File: src/rtl/ptmr_pkg.sv
package ptmr_pkg;

    typedef enum logic [1:0] {
        PIN_CLOCK     = 2'b00,
        PIN_GATE      = 2'b01,
        PIN_TRIG_ONCE = 2'b10,
        PIN_TRIG_RE   = 2'b11
    } pin_mode_e;

endpackage

File: src/rtl/ptmr_pin_sync.sv
module ptmr_pin_sync #(
    parameter int STAGES = 2
) (
    input  logic clk,
    input  logic rst_n,
    input  logic pin_i,
    output logic level_o,
    output logic rise_o
);
    localparam int DEPTH = STAGES + 1;

    typedef struct packed {
        logic [DEPTH-1:0] chain;
    } sync_t;

    sync_t sync_d, sync_q;

    always_comb begin
        sync_d = sync_q;
        sync_d.chain = {sync_q.chain[DEPTH-2:0], pin_i};
    end

    always_ff @(posedge clk or negedge rst_n) begin
        if (!rst_n) sync_q <= '0;
        else        sync_q <= sync_d;
    end

    assign level_o = sync_q.chain[STAGES-1];
    assign rise_o  = sync_q.chain[STAGES-1] & ~sync_q.chain[STAGES];

    AST_RISE_SINGLE: assert property (@(posedge clk) disable iff (!rst_n)
        rise_o |=> !rise_o);

endmodule

File: src/rtl/ptmr_prescaler.sv
module ptmr_prescaler #(
    parameter int PW = 6
) (
    input  logic          clk,
    input  logic          rst_n,
    input  logic          adv_i,
    input  logic          restart_i,
    input  logic [PW-1:0] div_i,
    output logic          tick_o
);
    typedef struct packed {
        logic [PW-1:0] cnt;
    } pre_t;

    pre_t pre_d, pre_q;
    logic [PW-1:0] last;

    always_comb begin
        // a ratio of 0 wraps to the all-ones last step: full range
        last   = div_i - 1'b1;
        tick_o = adv_i && !restart_i && (pre_q.cnt == last);
        pre_d  = pre_q;
        if (restart_i)   pre_d.cnt = '0;
        else if (tick_o) pre_d.cnt = '0;
        else if (adv_i)  pre_d.cnt = pre_q.cnt + 1'b1;
    end

    always_ff @(posedge clk or negedge rst_n) begin
        if (!rst_n) pre_q <= '0;
        else        pre_q <= pre_d;
    end

    AST_RESTART_CLEARS: assert property (@(posedge clk) disable iff (!rst_n)
        restart_i |=> (pre_q.cnt == '0));

endmodule

File: src/rtl/ptmr_count_core.sv
module ptmr_count_core #(
    parameter int CW = 8
) (
    input  logic          clk,
    input  logic          rst_n,
    input  logic          start_i,
    input  logic          tick_i,
    input  logic          modulo_i,
    input  logic [CW-1:0] init_i,
    output logic [CW-1:0] cnt_o,
    output logic          live_o,
    output logic          eoc_o
);
    localparam logic [CW-1:0] ONE = CW'(1);

    typedef struct packed {
        logic [CW-1:0] cnt;
        logic          live;
        logic          eoc;
    } core_t;

    core_t core_d, core_q;

    always_comb begin
        core_d     = core_q;
        core_d.eoc = 1'b0;
        if (start_i) begin
            core_d.cnt  = init_i;
            core_d.live = 1'b1;
        end else if (tick_i && core_q.live) begin
            if (core_q.cnt == ONE) begin
                core_d.eoc  = 1'b1;
                core_d.cnt  = modulo_i ? init_i : '0;
                core_d.live = modulo_i;
            end else begin
                core_d.cnt = core_q.cnt - 1'b1;
            end
        end
    end

    always_ff @(posedge clk or negedge rst_n) begin
        if (!rst_n) core_q <= '0;
        else        core_q <= core_d;
    end

    assign cnt_o  = core_q.cnt;
    assign live_o = core_q.live;
    assign eoc_o  = core_q.eoc;

    AST_EOC_CAUSE: assert property (@(posedge clk) disable iff (!rst_n)
        core_q.eoc |-> $past(tick_i && !start_i && core_q.cnt == ONE));

    AST_STOPPED_HOLDS: assert property (@(posedge clk) disable iff (!rst_n)
        (!core_q.live && !start_i) |=> $stable(core_q.cnt));

    AST_MOD_RELOAD: assert property (@(posedge clk) disable iff (!rst_n)
        (tick_i && !start_i && core_q.live && modulo_i && core_q.cnt == ONE)
        |=> (core_q.cnt == $past(init_i)));

endmodule

File: src/rtl/prescaled_timer.sv
module prescaled_timer #(
    parameter int CW          = 8,
    parameter int PW          = 6,
    parameter int SYNC_STAGES = 2
) (
    input  logic          clk,
    input  logic          rst_n,
    input  logic          cfg_wr,
    input  logic          cfg_run,
    input  logic          cfg_load,
    input  logic [1:0]    cfg_pin_mode,
    input  logic          init_wr,
    input  logic [CW-1:0] init_val,
    input  logic          pre_wr,
    input  logic [PW-1:0] pre_div,
    input  logic          pre_modulo,
    input  logic          pre_internal,
    input  logic          ext_pin,
    output logic [CW-1:0] count_o,
    output logic          eoc_o
);
    import ptmr_pkg::*;

    typedef struct packed {
        logic          run;
        pin_mode_e     mode;
        logic [CW-1:0] init;
        logic [PW-1:0] div;
        logic          modulo;
        logic          internal;
        logic          fired;
    } ctl_t;

    ctl_t ctl_d, ctl_q;

    logic pin_level, pin_rise;
    logic load_req, trig_mode, trig_start, start, adv, tick, live;

    ptmr_pin_sync #(.STAGES(SYNC_STAGES)) u_sync (
        .clk     (clk),
        .rst_n   (rst_n),
        .pin_i   (ext_pin),
        .level_o (pin_level),
        .rise_o  (pin_rise)
    );

    always_comb begin
        load_req  = cfg_wr && cfg_load;
        trig_mode = !ctl_q.internal &&
                    (ctl_q.mode == PIN_TRIG_ONCE || ctl_q.mode == PIN_TRIG_RE);

        // a one-shot trigger is ignored while a triggered count runs
        trig_start = 1'b0;
        if (ctl_q.run && trig_mode && pin_rise && !load_req) begin
            if (ctl_q.mode == PIN_TRIG_RE) trig_start = 1'b1;
            else                           trig_start = !(ctl_q.fired && live);
        end
        start = load_req || trig_start;

        adv = 1'b0;
        if (ctl_q.run) begin
            if (ctl_q.internal) begin
                adv = 1'b1;
            end else begin
                unique case (ctl_q.mode)
                    PIN_CLOCK:     adv = pin_rise;
                    PIN_GATE:      adv = pin_level;
                    PIN_TRIG_ONCE: adv = ctl_q.fired;
                    PIN_TRIG_RE:   adv = ctl_q.fired;
                    default:       adv = 1'b0;
                endcase
            end
        end

        ctl_d = ctl_q;
        if (cfg_wr) begin
            ctl_d.run  = cfg_run;
            ctl_d.mode = pin_mode_e'(cfg_pin_mode);
        end
        if (init_wr) ctl_d.init = init_val;
        if (pre_wr) begin
            ctl_d.div      = pre_div;
            ctl_d.modulo   = pre_modulo;
            ctl_d.internal = pre_internal;
        end
        if (load_req)        ctl_d.fired = 1'b0;
        else if (trig_start) ctl_d.fired = 1'b1;
    end

    always_ff @(posedge clk or negedge rst_n) begin
        if (!rst_n) ctl_q <= '{mode: PIN_CLOCK, default: '0};
        else        ctl_q <= ctl_d;
    end

    ptmr_prescaler #(.PW(PW)) u_pre (
        .clk       (clk),
        .rst_n     (rst_n),
        .adv_i     (adv),
        .restart_i (start),
        .div_i     (ctl_q.div),
        .tick_o    (tick)
    );

    ptmr_count_core #(.CW(CW)) u_core (
        .clk      (clk),
        .rst_n    (rst_n),
        .start_i  (start),
        .tick_i   (tick),
        .modulo_i (ctl_q.modulo),
        .init_i   (ctl_q.init),
        .cnt_o    (count_o),
        .live_o   (live),
        .eoc_o    (eoc_o)
    );

    AST_TICK_NEEDS_RUN: assert property (@(posedge clk) disable iff (!rst_n)
        tick |-> ctl_q.run);

    AST_FROZEN: assert property (@(posedge clk) disable iff (!rst_n)
        (!ctl_q.run && !load_req) |=> $stable(count_o));

endmodule

File: config.mk
export PLATFORM = sky130hd
export DESIGN_NAME = prescaled_timer
export DESIGN_NICKNAME = d
export VERILOG_FILES = /design/src/rtl/ptmr_pkg.sv /design/src/rtl/ptmr_pin_sync.sv /design/src/rtl/ptmr_prescaler.sv /design/src/rtl/ptmr_count_core.sv /design/src/rtl/prescaled_timer.sv
export SDC_FILE = /design/constraint.sdc
export NUM_CORES = 1
export LEC_CHECK = 0
export ABC_AREA = 0
export CORE_MARGIN = 8
export CORE_UTILIZATION = 60
export CTS_CLUSTER_DIAMETER = 200
export CTS_CLUSTER_SIZE = 24
export DETAILED_ROUTE_END_ITERATION = 12
export DONT_BUFFER_PORTS = 1
export MAX_ROUTING_LAYER = met4
export PLACE_DENSITY_LB_ADDON = 0.08
export SYNTH_ARGS = -nofsm -noshare
export SYNTH_HDL_FRONTEND = slang
export SYNTH_HIERARCHICAL = 1
export SYNTH_SLANG_ARGS = --single-unit
File: constraint.sdc
create_clock -name clk -period 4.75 [get_ports clk]
set_input_delay 0.95 -clock clk [delete_from_list [all_inputs] [get_ports clk]]
set_output_delay 0.95 -clock clk [all_outputs]
set_load 0.05 [all_outputs]
==> flow_summary_export.csv, run 1 <==
group,metric,value,unit
setup_path,cp_data_required_time,5010,ps
clock_network,h-tree-depth,2,
clock_network,cts_resized,0,
routing,drt_iter0_drc,93,
power,peakVddDrop,0.205,mV
routing,wirelength,4370,µm
floorplan,io_pins,35,
yosys,ys_warn_count,6,
clock_network,cts_root_buf,"clkbuf_4",
power,leakage,0.000985,µW
finish,drive_gt1_share,18.9,%
yosys,syn_inst,197,
finish,antennaDiodeCount,0,
hold_path,hp-class,"input pin to asynchronous set/reset pin",
timing,rsz0062_at_grt,"no",
clock_network,clk_pin_slew,120,ps
routing,drc,0,
yosys,synth_cell_types,49,
timing,period_share,61.4,%
routing,via_per_inst,6.19,
floorplan,rows,22,
routing,drtAntennaViolNets,0,
setup_path,r2r-end,"u_core/cnt_o[4]",
clock_network,clk_path_buf_depth,2,
finish,area.growth.synth_to_final,3.71,%
routing,routedWlPerCell,17.9,µm
timing,setup_ws,1830,ps
placement,post-place-ws,1910,ps
job,cap_viol_max_count,0,
global_route,grt_max_degree,40,
setup_path,end_kind,"flip-flop",
global_route,grt_usage,15.9,%
setup_path,rrSetupSlack,1830,ps
clock_network,cts_inserted_buffers,5,
routing,dr.pass1.iters,4,
placement,io_buffers,0,
timing,period_needed,2920,ps
clock_network,clkSinkCount,39,
power,power_density,378,mW/mm²
global_route,grt_overflow_total,0,
timing,final-setup-viol-count,0,
placement,dp_hpwl,3190,µm
timing,hold_violations,0,
yosys,ys_ff_latch,39,
run_status,outcome,"finished, final reports clean",
finish,nNetsFinal,225,
floorplan,die_y,76.4,µm
setup_path,crit_type,"flip-flop to flip-flop",
global_route,grt_antenna_before_repair,0,
setup_path,cp_max_fo,7,
setup_path,start_kind,"flip-flop",
setup_path,r2r_cells,11,
yosys,synth_area,0.00219,mm²
yosys,yosysSeqAreaShare,44.6,%
timing,slew_headroom,39.3,%
routing,vias,1511,
placement,gp_congestion,0.859,
yosys,avgSynthCellArea,11.1,µm²
clock_network,ctsHoldBuffers,0,
global_route,grt_pass1_wl,7500,µm
setup_path,r2r_start,"ctl_q[3]",
floorplan,start_util,61.2,%
floorplan,die_w,76.4,µm
yosys,ys.flop_type,"dfrtp_1",
setup_path,critPathArrivalTime,3170,ps
timing,tightest_slew,911,ps
yosys,async_flop_share,100,%
yosys,synth_edf_count,0,
global_route,grt_pass1_vias,1539,
floorplan,die-area,0.00584,mm²
yosys,syn-num-nets,227,
timing,slew_viol_final,0,
floorplan,coreArea,0.00358,mm²
clock_network,clk_latency,340,ps
clock_network,cts_tree,"yes",
timing,clock.fmax,343,MHz
clock_network,cts_setup_buffers,0,
timing,setup_tns,0,ps
timing,skew,10.5,ps
[worst max-delay path by stage]
stage / startpoint / endpoint / cells past startpoint
detailed placement: ctl_q[3] / u_core/cnt_o[4] / 11
finish: ctl_q[3] / u_core/cnt_o[4] / 11
CTS: ctl_q[3] / u_core/cnt_o[4] / 11
floorplan: ctl_q[3] / u_core/cnt_o[6] / 12
global route: ctl_q[3] / u_core/cnt_o[4] / 11
global placement: ctl_q[3] / u_core/cnt_o[4] / 11
[stage by stage]
stage               total power, µW  utilization [%]  area [µm²]  std cells  hold slack [ps]
global placement                633             61.2        2190        236              338
CTS                             864             63.5        2270        244              268
finish                          858             63.5        2270        244              279
floorplan                       611                -        2190        197              331
global route                    903             63.5        2270        244              248
detailed placement              642             61.2        2190        236              341
[cells in the final DEF, fill, tap and decap left out, types with 2 or more instances in the layout]
cell type,count
mux2i_1,4
o31ai_1,2
a2111oi_0,4
a31oi_1,2
mux2_2,3
or3_1,2
mux2_4,16
nand2_1,14
a21oi_1,9
nand4b_1,3
or3b_2,2
and3_1,2
o211ai_1,2
o21ai_0,4
nor3b_1,2
nor3_1,5
a221o_1,2
nor2_1,11
ha_1,4
dfrtp_1,39
xnor2_1,3
xor2_1,6
nand3b_1,3
o22ai_1,2
inv_1,7
clkbuf_4,5
nand3_1,8
nand4_1,2
nand2b_1,5
[cells by family after synthesis]
kind of cell | count (synthesis) | share of synthesized area [%]
multiplexers | 23 | 14.3
adder cells (fa/ha/maj) | 4 | 2.29
AND/OR/NAND/NOR | 69 | 19.0
buffers and inverters | 17 | 4.29
flip-flops | 39 | 44.6
AO/OA/AOI/OAI | 36 | 11.9
XOR/XNOR | 9 | 3.60
[area by class of cell]
cell class	count	area, µm²
fillers	303	1310
multi-input cells	141	1120
flip-flops and latches	39	976
well taps	48	60.1
clock inverters	3	43.8
clock buffers	5	37.5
inverters	7	26.3
repair buffers	1	7.51
[state kept, by name, summed over array words and instances (netlist names)]
name and flops:
u_core/live_o 1, u_core/eoc_o 1, u_core/cnt_o 8, u_sync/sync_q 3
u_pre/pre_q 6, ctl_q 20
[critical path, cell delays in order, from the launching register on]
cell and delay [ps]:
dfrtp_1 440, inv_1 70, ha_1 210, nand2b_1 150, a21oi_1 70, a311o_1 360
a211oi_4 360, and3b_2 300, nand2_1 110, nor2_1 420, nand4b_1 160, o221ai_1 190
[synthesized netlist by cell type, types with 2 or more instances]
library cell	n	area (µm²)
a2111oi_0	4	35.0
or3b_2	2	17.5
nor2_1	11	41.3
and3_1	2	12.5
nand3b_1	3	22.5
mux2_4	16	240
xor2_1	6	52.6
nand2b_1	5	31.3
o211ai_1	2	15.0
o31ai_1	2	15.0
or3_1	2	12.5
nand3_1	8	40.0
nand4b_1	3	26.3
mux2_2	3	33.8
o22ai_1	2	12.5
buf_6	4	45.0
inv_1	7	26.3
xnor2_1	3	26.3
a31oi_1	2	12.5
dfrtp_1	39	976
a221o_1	2	20.0
ha_1	4	50.1
a21oi_1	9	45.0
nor3_1	5	25.0
mux2i_1	4	40.0
nand2_1	14	52.6
clkbuf_1	5	18.8
nor3b_1	2	15.0
o21ai_0	5	25.0
nand4_1	2	12.5
[metal layers]
layer	wire length [µm]	vias to the layer above	part of all wire, %	track usage [%]
met1	1990	755	45	19.2
li1	-	713	-	-
met3	197	7	4.5	5.07
met2	2120	36	48	24.2
met4	70	0	1.6	6.35
met5	0	-	0	-
[report_power, final]
part,switching [µW],total (µW),internal (µW)
sequential,105,473,369
clock,110,221,111
combinational,74.0,164,90.0
total,289,858,569
Power figures use the tool's default switching activity.
==> run 2, diff against run 1 <==
==> constraint.sdc (replaced) <==
create_clock -name clk -period 3 [get_ports clk]
set_input_delay 0.6 -clock clk [delete_from_list [all_inputs] [get_ports clk]]
set_output_delay 0.6 -clock clk [all_outputs]
set_load 0.05 [all_outputs]
==> run 2 against run 1 <==
Register-to-register slack got worse by 1500 ps. Total power rose by 52%. Clock power rose by 24%. Clock skew fell by 0.55 ps. First-iteration DRC count rose by 24%.
==> flow_summary_export.csv, run 2 (synthesized netlist as in run 1, its figures left out) <==
group,metric,value,unit
setup_path,cp_data_required_time,3240,ps
setup_path,critPathMaxStageDelay,450,ps
setup_path,path_buf_inv,1,
setup_path,critPathArrivalTime,2890,ps
finish,drive_gt1_share,20.9,%
floorplan,die_y,76.4,µm
finish,nNetsFinal,230,
setup_path,r2r-end,"u_core/cnt_o[6]",
job,cap_viol_max_count,0,
setup_path,path_delay_family,"simple AND/OR/NAND/NOR gates",
setup_path,crit_path_cell_trace,"inv_1, ha_1, nand2b_1, a21oi_1, a311o_1, a211oi_4, and3b_2, and2_0, nand3_1, mux2i_1, o22ai_1",
routing,vias,1554,
placement,gp_congestion,0.870,
routing,dr.pass1.iters,4,
setup_path,cp_max_fo,6,
setup_path,end_kind,"flip-flop",
routing,drc,0,
timing,holdWs,54.1,ps
clock_network,clk_path_buf_depth,2,
finish,top_register,"ctl_q",
clock_network,h-tree-depth,2,
clock_network,cts_resized,0,
clock_network,clk_pin_slew,120,ps
finish,final_cell_mix,"39 x dfrtp_1, 16 x mux2_4, 14 x nand2_1",
setup_path,worst-path-stages,11,
floorplan,io_pins,35,
timing,final-setup-viol-count,0,
clock_network,cts_root_buf,"clkbuf_4",
timing,period_share,88.3,%
placement,io_buffers,0,
placement,placed_cell_area,0.00222,mm²
clock_network,clk_latency,360,ps
finish,final_common_cell,"dfrtp_1",
setup_path,crit_path_end,"u_core/cnt_o[6]",
clock_network,clkSinkCount,39,
setup_path,crit_type,"flip-flop to flip-flop",
setup_path,rrSetupSlack,350,ps
finish,area.growth.synth_to_final,4.91,%
finish,fin_area,0.00230,mm²
routing,routedWlPerCell,18.7,µm
global_route,grt_usage,17.5,%
setup_path,start_kind,"flip-flop",
run_status,outcome,"finished, final reports clean",
timing,skew,9.98,ps
power,leakage,0.000998,µW
timing,slew_viol_final,0,
placement,dp.cells,240,
global_route,grt_max_degree,40,
finish,largest_register_ff_count,20,
setup_path,r2r_cells,11,
floorplan,die_w,76.4,µm
floorplan,rows,22,
finish,num-fill-cells,293,
routing,wirelength,4650,µm
floorplan,die-area,0.00584,mm²
timing,hold_violations,0,
finish,final_cells,249,
global_route,grt_pass1_wl,8130,µm
timing,rsz0062_at_grt,"no",
clock_network,cts_inserted_buffers,5,
power,power,1310,µW
clock_network,cts_setup_buffers,0,
setup_path,critPathSlowestCell,"dfrtp_1",
power,peakVddDrop,0.312,mV
routing,drt_iter0_drc,115,
timing,setup_tns,0,ps
setup_path,r2r_start,"ctl_q[3]",
hold_path,hp-class,"input pin to asynchronous set/reset pin",
timing,period_needed,2650,ps
global_route,grt_pass1_vias,1705,
timing,clock.fmax,378,MHz
finish,antennaDiodeCount,0,
routing,via_per_inst,6.24,
power,power_density,569,mW/mm²
timing,slew_headroom,55.3,%
global_route,grt_antenna_before_repair,0,
floorplan,start_util,61.2,%
clock_network,cts_tree,"yes",
global_route,grt_overflow_total,0,
placement,dp_hpwl,3380,µm
setup_path,crit_start,"ctl_q[3]",
timing,tightest_slew,670,ps
floorplan,coreArea,0.00358,mm²
routing,drtAntennaViolNets,0,
==> run 2: changes by cell type in the layout (fill, tap and decap cells not counted) <==
cell and change:
buf_12 +1, clkinvlp_4 +2, buf_4 +4, bufinv_16 -1, clkinv_4 -1
==> run 2: worst min path at each step <==
stage | start | to | slack (ps) | cells after the start
final | rst_n | ctl_q[8] | 50 | 1
after global placement | rst_n | u_pre/pre_q[5] | 310 | 0
after CTS | rst_n | u_pre/pre_q[3] | 50 | 1
after global routing | rst_n | ctl_q[8] | 50 | 1
after floorplan | rst_n | ctl_q[0] | 300 | 0
after detailed placement | rst_n | ctl_q[8] | 310 | 0
==> run 2: where the power goes <==
group	total (µW)	switching, µW	internal [µW]
Sequential	733	149	584
Combinational	300	148	153
Clock	273	184	89.4
Total	1310	480	826
==> run 2: per-stage QoR <==
stage / setup WS, ps / util (%)
6_report: 351 / 64.2
3_3_place_gp: 510 / 62.0
4_1_cts: 379 / 64.2
3_5_place_dp: 399 / 62.0
5_1_grt: 140 / 64.2
2_1_floorplan: 496 / -
==> run 2: area by class of cell <==
type                            instances  area (µm²)  share of cell area [%]
Sequential cell                        39         976                    42.5
Timing Repair Buffer                    6        57.6                    2.51
Clock inverter                          3        20.0                   0.871
Clock buffer                            5        37.5                    1.63
Inverter                                7        26.3                    1.14
Tap cell                               48        60.1                    2.61
Multi-Input combinational cell        141        1120                    48.7
==> run 2: per-layer routing <==
layer | vias to the layer above | global-route usage [%] | share of wire [%]
met3 | 5 | 5.66 | 6.2
li1 | 726 | - | -
met5 | - | - | 0
met4 | 0 | 5.58 | 1.1
met1 | 764 | 20.5 | 42
met2 | 59 | 27.8 | 50
==> run 2: what timing repair did <==
action / in CTS / in global routing
hold buffers: 1 / 0
endpoints found under the setup margin: 0 / 0
endpoints found under the hold margin: 39 / 0
==> run 3, diff against run 2 <==
--- a/config.mk
+++ b/config.mk
@@ -14,6 +14,8 @@
 export DONT_BUFFER_PORTS = 1
 export MAX_ROUTING_LAYER = met4
 export PLACE_DENSITY_LB_ADDON = 0.08
+export REMOVE_ABC_BUFFERS = 1
+export SLEW_MARGIN = 20
 export SYNTH_ARGS = -nofsm -noshare
 export SYNTH_HDL_FRONTEND = slang
 export SYNTH_HIERARCHICAL = 1
==> run 3 against run 2 <==
Sequential share of layout area shrank 0.25 points. First-iteration DRC count shrank 36%. Total power grew 1.5%. Critical path depth is the same. Clock power grew 6%. Setup slack lost 2.1 ps. Non-clock buffer count grew 1. Utilization grew 0.38 points. Die area is the same. Count of clock-buffer cells in the layout grew 2. Flip-flop and latch count is the same.
==> flow_summary_export.csv, run 3 (synthesized netlist as in run 1, its figures left out) <==
group,metric,value,unit
timing,period_share,88.4,%
global_route,grt_pass1_wl,7620,µm
clock_network,ctsHoldBuffers,1,
finish,fin_area,0.00231,mm²
timing,clock.fmax,377,MHz
setup_path,end_kind,"flip-flop",
global_route,grt_usage,16.1,%
floorplan,rows,22,
floorplan,io_pins,35,
finish,drive_gt1_share,20.8,%
clock_network,clk_pin_slew,130,ps
placement,io_buffers,0,
setup_path,critPathArrivalTime,2880,ps
floorplan,coreArea,0.00358,mm²
timing,tightest_slew,682,ps
setup_path,start_kind,"flip-flop",
routing,vias,1505,
run_status,outcome,"finished, final reports clean",
clock_network,clk_path_buf_depth,2,
timing,holdWs,65.4,ps
placement,gp_congestion,0.880,
placement,post-place-ws,406,ps
power,peakVddDrop,0.396,mV
power,leakage,0.00101,µW
global_route,grt_antenna_before_repair,0,
timing,hold_violations,0,
finish,final_cell_mix,"39 x dfrtp_1, 16 x mux2_4, 14 x nand2_1",
clock_network,cts_inserted_buffers,5,
timing,period_needed,2650,ps
timing,slew_viol_final,0,
finish,largest_register_ff_count,20,
setup_path,crit_type,"flip-flop to flip-flop",
routing,wirelength,4410,µm
routing,drt_iter0_drc,74,
job,cap_viol_max_count,0,
finish,final_common_cell,"dfrtp_1",
finish,num-fill-cells,288,
clock_network,cts_root_buf,"clkbuf_4",
floorplan,die-area,0.00584,mm²
clock_network,clk_latency,350,ps
global_route,grt_overflow_total,0,
finish,area.growth.synth_to_final,5.54,%
global_route,grt_pass1_vias,1576,
floorplan,die_w,76.4,µm
floorplan,die_y,76.4,µm
placement,dp_hpwl,3230,µm
routing,via_per_inst,6.02,
finish,top_register,"ctl_q",
timing,rsz0062_at_grt,"no",
clock_network,h-tree-depth,2,
routing,drtAntennaViolNets,0,
timing,slew_headroom,54.5,%
setup_path,cp_data_required_time,3230,ps
placement,placed_cell_area,0.00223,mm²
timing,setup_ws,349,ps
routing,drc,0,
clock_network,clkSinkCount,39,
floorplan,start_util,61.2,%
clock_network,cts_setup_buffers,0,
finish,nNetsFinal,231,
routing,routedWlPerCell,17.6,µm
hold_path,hp-class,"input pin to asynchronous set/reset pin",
power,power_density,574,mW/mm²
routing,dr.pass1.iters,4,
global_route,grt_max_degree,40,
setup_path,cp_max_fo,6,
timing,final-setup-viol-count,0,
timing,skew,18.0,ps
clock_network,cts_resized,0,
clock_network,cts_tree,"yes",
finish,antennaDiodeCount,0,
-- run 3: cell types whose count changed in the layout (fill, tap and decap cells not counted) --
| cell | before | now |
|---|---|---|
| clkbuf_8 | 0 | 1 |
| buf_4 | 5 | 6 |
| clkinv_2 | 1 | 0 |
| clkbuf_1 | 0 | 1 |
| clkinvlp_4 | 2 | 0 |
| clkinv_4 | 0 | 1 |
-- run 3: final timing paths --
path / from / to / slack, ps / cells after the start
max reg2reg: ctl_q[3] / u_core/cnt_o[6] / 350 / 11
max in group asynchronous: rst_n / u_core/cnt_o[0] / 2730 / 1
min: rst_n / ctl_q[8] / 70 / 1
max: ctl_q[3] / u_core/cnt_o[6] / 350 / 11
min reg2reg: u_sync/sync_q[0] / u_sync/sync_q[1] / 360 / 0
min in group clk: ext_pin / u_sync/sync_q[0] / 270 / 0
-- run 3: final cells by class --
class                   count  area, µm²  share of cell area (%)
inverters                   7       26.3                    1.14
well taps                  48       60.1                    2.60
flip-flops and latches     39        976                    42.2
clock buffers               7       55.1                    2.38
repair buffers              7       65.1                    2.82
clock inverters             1       8.76                   0.379
multi-input cells         141       1120                    48.5
-- run 3: where the power goes --
group | leakage [µW] | total [µW] | internal (µW) | switching (µW)
logic | 0.000500 | 314 | 155 | 159
clock network | 0.0000355 | 290 | 116 | 174
registers | 0.000475 | 721 | 584 | 137
-- run 3: per-layer routing --
layer  part of all wire [%]  wire length [µm]  GRT usage (%)  vias up
met2                     50              2210           25.3       32
met4                   0.79                35           5.58        0
met1                     45              1970           19.2      742
li1                       -                 -              -      726
met3                    4.4               195           4.95        5
met5                      0                 0              -        -
-- run 3: stage by stage --
step / TNS (ps) / utilization (%) / power, µW / cells
2_1_floorplan: -301 / - / 950 / 187
3_3_place_gp: 0 / 62.2 / 1020 / 241
4_1_cts: 0 / 64.6 / 1340 / 250
6_report: 0 / 64.6 / 1330 / 250
3_5_place_dp: 0 / 62.2 / 1030 / 241
5_1_grt: 0 / 64.6 / 1400 / 250
-- run 3: critical path, cell delays in order, from the launching register on --
cell and delay [ps]:
dfrtp_1 450, inv_1 80, ha_1 210, nand2b_1 150
a21oi_1 70, a311o_1 350, a211oi_4 220, and3b_2 260
and2_0 310, nand3_1 140, mux2i_1 180, o22ai_1 110
